$ cat config.mk
export PLATFORM = sky130hd
export DESIGN_NAME = dual_limit_timer
export DESIGN_NICKNAME = d
export VERILOG_FILES = /design/src/rtl/ltmr_pkg.sv /design/src/rtl/ltmr_regsel.sv /design/src/rtl/ltmr_unit.sv /design/src/rtl/dual_limit_timer.sv
export SDC_FILE = /design/constraint.sdc
export NUM_CORES = 1
export LEC_CHECK = 0
export ABC_CLOCK_PERIOD_IN_PS = 5290
export BUFFER_PORTS_ARGS = -buffer_cell sky130_fd_sc_hd__buf_2
export CAP_MARGIN = 20
export CORE_UTILIZATION = 50
export DETAILED_ROUTE_END_ITERATION = 10
export PLACE_DENSITY = 0.66
export SETUP_SLACK_MARGIN = 0.5
export SYNTH_ARGS = -nofsm -noshare
export SYNTH_HDL_FRONTEND = slang
export SYNTH_SLANG_ARGS = --single-unit
export TNS_END_PERCENT = 5
$ cat constraint.sdc
create_clock -name clk -period 5.29 [get_ports clk]
set_input_delay 0.7935 -clock clk [delete_from_list [all_inputs] [get_ports clk]]
set_output_delay 0.7935 -clock clk [all_outputs]
set_load 0.01 [all_outputs]
$ cat src/rtl/ltmr_pkg.sv
package ltmr_pkg;
  localparam int DATA_W   = 32;
  localparam int ADDR_W   = 12;
  localparam int NUM_TMR  = 2;
  localparam int NUM_REG  = 3;

  // register offsets from each timer's base address
  localparam int OFS_CNT  = 0;
  localparam int OFS_CTL  = 1;
  localparam int OFS_LIM  = 2;

  // control bit positions
  localparam int CTL_IE   = 0;
  localparam int CTL_NH   = 1;
  localparam int CTL_PEND = 3;

  localparam logic [ADDR_W-1:0] T0_BASE = 12'h021;
  localparam logic [ADDR_W-1:0] T1_BASE = 12'h100;

  function automatic logic [ADDR_W-1:0] tmr_base(input int idx);
    return (idx == 0) ? T0_BASE : T1_BASE;
  endfunction
endpackage

$ cat src/rtl/ltmr_regsel.sv
module ltmr_regsel
  import ltmr_pkg::*;
#(
  parameter logic [ADDR_W-1:0] BASE = T0_BASE
) (
  input  logic [ADDR_W-1:0]  addr,
  output logic [NUM_REG-1:0] sel
);
  for (genvar k = 0; k < NUM_REG; k++) begin : g_sel
    localparam logic [ADDR_W-1:0] REG_ADDR = BASE + ADDR_W'(k);
    assign sel[k] = (addr == REG_ADDR);
  end
endmodule

$ cat src/rtl/ltmr_unit.sv
module ltmr_unit
  import ltmr_pkg::*;
(
  input  logic               clk,
  input  logic               rst_n,
  input  logic               we,
  input  logic [NUM_REG-1:0] sel,
  input  logic [DATA_W-1:0]  wdata,
  input  logic               halted,
  output logic [DATA_W-1:0]  rdata,
  output logic               irq
);
  logic [DATA_W-1:0] cnt_q, lim_q;
  logic              ie_q, nh_q, pend_q;
  logic              wr_cnt, wr_ctl, wr_lim, wr_any, step, at_lim;

  assign wr_cnt = we && sel[OFS_CNT];
  assign wr_ctl = we && sel[OFS_CTL];
  assign wr_lim = we && sel[OFS_LIM];
  assign wr_any = wr_cnt || wr_ctl || wr_lim;
  assign at_lim = (cnt_q == lim_q);
  assign step   = !wr_any && !(nh_q && halted);

  always_ff @(posedge clk) begin
    if (!rst_n) begin
      cnt_q  <= '0;
      lim_q  <= '0;
      ie_q   <= 1'b0;
      nh_q   <= 1'b0;
      pend_q <= 1'b0;
    end else begin
      if (wr_cnt) cnt_q <= wdata;
      else if (step) cnt_q <= at_lim ? '0 : cnt_q + 1'b1;

      if (wr_lim) lim_q <= wdata;

      if (wr_ctl) begin
        ie_q   <= wdata[CTL_IE];
        nh_q   <= wdata[CTL_NH];
        pend_q <= 1'b0;
      end else if (step && at_lim && ie_q) begin
        pend_q <= 1'b1;
      end
    end
  end

  logic [DATA_W-1:0] ctl_word;
  always_comb begin
    ctl_word           = '0;
    ctl_word[CTL_IE]   = ie_q;
    ctl_word[CTL_NH]   = nh_q;
    ctl_word[CTL_PEND] = pend_q;
  end

  always_comb begin
    rdata = '0;
    if (sel[OFS_CNT]) rdata = cnt_q;
    if (sel[OFS_CTL]) rdata = ctl_word;
    if (sel[OFS_LIM]) rdata = lim_q;
  end

  assign irq = pend_q;

  // a step taken at the limit lands on zero
  p_wrap_zero_r4: assert property (@(posedge clk) disable iff (!rst_n)
    (!wr_any && !(nh_q && halted) && cnt_q == lim_q) |=> (cnt_q == '0));

  // a count write loads the written value
  p_load_cnt_r7: assert property (@(posedge clk) disable iff (!rst_n)
    wr_cnt |=> (cnt_q == $past(wdata)));

  // halt qualifier freezes the count
  p_halt_hold_r6: assert property (@(posedge clk) disable iff (!rst_n)
    (!wr_any && nh_q && halted) |=> $stable(cnt_q));

  // control write acknowledges the interrupt
  p_ack_clear_r5: assert property (@(posedge clk) disable iff (!rst_n)
    wr_ctl |=> !irq);

  // no pending set in a write cycle
  p_wr_no_set_r11: assert property (@(posedge clk) disable iff (!rst_n)
    (wr_any && !irq) |=> !irq);

  // pending only rises while enabled
  p_rise_needs_ie_r3: assert property (@(posedge clk) disable iff (!rst_n)
    $rose(irq) |-> $past(ie_q));
endmodule

$ cat src/rtl/dual_limit_timer.sv
module dual_limit_timer
  import ltmr_pkg::*;
(
  input  logic              clk,
  input  logic              rst_n,
  input  logic              bus_we,
  input  logic [ADDR_W-1:0] bus_addr,
  input  logic [DATA_W-1:0] bus_wdata,
  output logic [DATA_W-1:0] bus_rdata,
  input  logic              core_halted,
  output logic [NUM_TMR-1:0] irq
);
  logic [NUM_REG-1:0] sel  [NUM_TMR];
  logic [DATA_W-1:0]  rd_t [NUM_TMR];

  for (genvar t = 0; t < NUM_TMR; t++) begin : g_tmr
    ltmr_regsel #(.BASE(tmr_base(t))) u_sel (
      .addr (bus_addr),
      .sel  (sel[t])
    );
    ltmr_unit u_unit (
      .clk    (clk),
      .rst_n  (rst_n),
      .we     (bus_we),
      .sel    (sel[t]),
      .wdata  (bus_wdata),
      .halted (core_halted),
      .rdata  (rd_t[t]),
      .irq    (irq[t])
    );
  end

  always_comb begin
    bus_rdata = '0;
    for (int t = 0; t < NUM_TMR; t++) bus_rdata |= rd_t[t];
  end

  logic any_hit;
  assign any_hit = (|sel[0]) || (|sel[1]);

  // at most one register decoded per address
  p_one_sel_r1: assert property (@(posedge clk) disable iff (!rst_n)
    $onehot0({sel[1], sel[0]}));

  // unmapped addresses read as zero
  p_unmapped_zero_r9: assert property (@(posedge clk) disable iff (!rst_n)
    !any_hit |-> (bus_rdata == '0));
endmodule

==> impl_metrics.py <==
metrics = {
    "outcome": {
        "status": "complete, no violations",
    },
    "worst_setup_path": {
        "end_kind": "primary output",
        "worstPathArrival_ns": 3.19,
        "critical-path-max-stage-delay_ns": 0.69,
        "worstSetupStartpointType": "primary input",
        "critPathKind": "primary input to primary output",
        "crit_family": "simple AND/OR/NAND/NOR gates",
        "cp.required_ns": 4.50,
        "crit_fanout": 34,
        "worstPathCellList": "buf_2 -> or4_1 -> or3_1 -> nor3b_4 -> buf_4 -> a222oi_1 -> nand2_1 -> buf_2",
        "cp_common_cell": "buf_2",
        "slowest_stage": "or4_1",
        "critPathBufInv": 3,
    },
    "floorplan": {
        "initial_utilization_pct": 51.2,
        "ios": 82,
        "design.die.area_um2": 16900,
        "die_h_um": 130,
        "core_region_area_um2": 15900,
        "rows": 46,
        "dieWidth_um": 130,
    },
    "timing": {
        "report.final.setup_viol": 0,
        "fin_skew_ns": 0.00983,
        "hold_viol_final": 0,
        "fmax_mhz": 251,
        "fin_ws_ns": 1.31,
        "worst_pin_slew_ns": 1.07,
        "slew_headroom_pct": 28.0,
        "rsz0062_at_grt": "false",
        "slew_violations": 0,
        "hold_ws_ns": 0.485,
        "fin_crit_ns": 3.98,
        "fin_crit_sh_pct": 75.3,
        "final.setup.tns_ns": 0,
    },
    "global_routing": {
        "grt_pass1_wl_mm": 41.9,
        "grt_pass1_vias": 7260,
        "grt_max_degree": 57,
        "grt.overflow.total": 0,
        "antenna_found_initial": 0,
        "grt_use_total_pct": 33.2,
    },
    "yosys": {
        "synth-edff-count": 0,
        "yosysMostFrequentCell": "nand2_1",
        "syn_area_um2": 8170,
        "syn-num-nets": 1160,
        "synth_top_area_share_pct": 32.8,
        "syn_avg_cell_area_um2": 7.36,
        "yosys-top-cells-count": "nand2_1, dfxtp_1, a21oi_1",
        "postSynth.asyncResetShare_pct": 0,
        "synth_seq_cells": 134,
        "syn-instance-count": 1110,
        "yosys-top-cells-area": "dfxtp_1, nand2_1, xor2_1",
        "ys_seq_area_share_pct": 32.8,
        "ys.flop_type": "dfxtp_1",
        "yosys.cell_types.count": 53,
        "ys_warn_count": 0,
        "yosysTopAreaCell": "dfxtp_1",
    },
    "drt": {
        "vias": 8267,
        "routed_wl_mm": 27.5,
        "drt-initial-drc-count": 958,
        "route.detailed.drc": 0,
        "drt-wirelength-per-cell_um": 20.3,
        "vias_per_cell": 6.12,
        "dr.pass1.iters": 7,
        "ant_nets": 0,
    },
    "placed_design": {
        "gp_congestion": 0.973,
        "numPortBuffers": 81,
        "placed_cell_area_um2": 8510,
        "post-place-ws_ns": 1.34,
        "hpwlAfterDp_mm": 19.9,
    },
    "clock_tree": {
        "cts.sinks": 134,
        "cts_max_level": 4,
        "cts.repair.resized": 0,
        "postCtsSetupBuffers": 0,
        "cts_buffers": 17,
        "cts_tree": "done",
        "clk_pin_slew_ns": 0.06,
        "ctsHoldBuffers": 0,
        "clkLatencyLatePin_ns": 0.43,
        "cts-root-buf": "clkbuf_16",
        "cts_buffer_depth": 2,
    },
    "finish": {
        "stdcell_area_um2": 9230,
        "seq_area_um2": 2680,
        "diodes": 0,
        "multi_input_area_um2": 5020,
        "layout-drive-gt1-share_pct": 13.0,
        "fillCellCount": 1580,
        "syn2layout_area_growth_pct": 13.0,
        "nets": 1173,
    },
    "power_and_ir_drop": {
        "p_leak_nw": 3.61,
        "irDropWorstVdd_mv": 0.241,
        "power.total_mw": 2.36,
        "power_per_cell_area_nw_per_um2": 256,
    },
    "flow_run": {
        "cap_violations": 0,
    },
    "hold_path": {
        "hold_class": "register to register",
    },
}
[sequential cells by signal, indices dropped and copies added, names as in the netlist]
signal,cells
g_tmr.u_unit.cnt_q,64
g_tmr.u_unit.nh_q,2
g_tmr.u_unit.irq,2
g_tmr.u_unit.lim_q,64
g_tmr.u_unit.ie_q,2
[metal layers]
metal | routed length [um] | share of wire (%) | track usage, %
met1 | 12100 | 44 | 46.9
met2 | 12200 | 44 | 50.1
met3 | 2580 | 9.4 | 7.50
met4 | 572 | 2.1 | 10.3
met5 | 0 | 0 | 0
[worst register-to-register path, cell delays in order (launching register included)]
cell and delay [ns]:
dfxtp_1 0.54, nand4_1 0.30, nor4_1 0.94, nand4_1 0.28
xor2_1 0.22, o21a_1 0.17, nor2_1 0.07
[per-stage QoR]
stage | std cells | utilization [%]
floorplan | 1110 | -
detailed placement | 1315 | 53.4
CTS | 1346 | 57.3
finish | 1351 | 57.9
global placement | 1314 | 53.4
global route | 1351 | 57.9
[cell families (layout without fill, tap and decap cells)]
group	Yosys count	in the layout	synth area share (%)
adder cells (fa/ha/maj)	2	2	0.306
buffers and inverters	115	140	6.02
XOR/XNOR	105	105	11.3
AND/OR/NAND/NOR	534	534	31.1
AO/OA/AOI/OAI	220	220	18.5
flip-flops	134	134	32.8
[where the power goes]
group	switching (mW)	internal, mW
sequential	0.000335	1.01
clock	0.465	0.810
combinational	0.0595	0.0199
total	0.525	1.84
[final cells by class]
cell class                 count  area share [%]
inverter                       9           0.380
clock buffer                  19            4.91
clock inverter                12            1.91
timing repair buffer         100            6.44
sequential                   134            29.1
tap                          216            2.93
multi-input combinational    861            54.4
[final timing paths]
path | startpoint | to | slack [ns] | cells after the start
worst max-delay path | bus_addr[6] | bus_rdata[14] | 1.31 | 8
worst min-delay path | g_tmr[0].u_unit.lim_q[24] | g_tmr[0].u_unit.lim_q[24] | 0.49 | 2
worst max register to register | g_tmr[0].u_unit.cnt_q[7] | g_tmr[0].u_unit.cnt_q[31] | 2.72 | 6
worst min register to register | g_tmr[0].u_unit.lim_q[24] | g_tmr[0].u_unit.lim_q[24] | 0.49 | 2
[placed cells by master, fill, tap and decap left out, types with 20 or more instances in the layout]
master and instances:
nand2_1 283, dfxtp_1 134, buf_2 83, a21oi_1 81, xor2_1 76, nand3_1 73
a31oi_1 34, nand2b_1 34, xnor2_1 29, a222oi_1 29, nand4_1 27, nor4_1 23
a22oi_1 21, and2_1 20
Note: power is estimated with default switching activity, not from simulation.
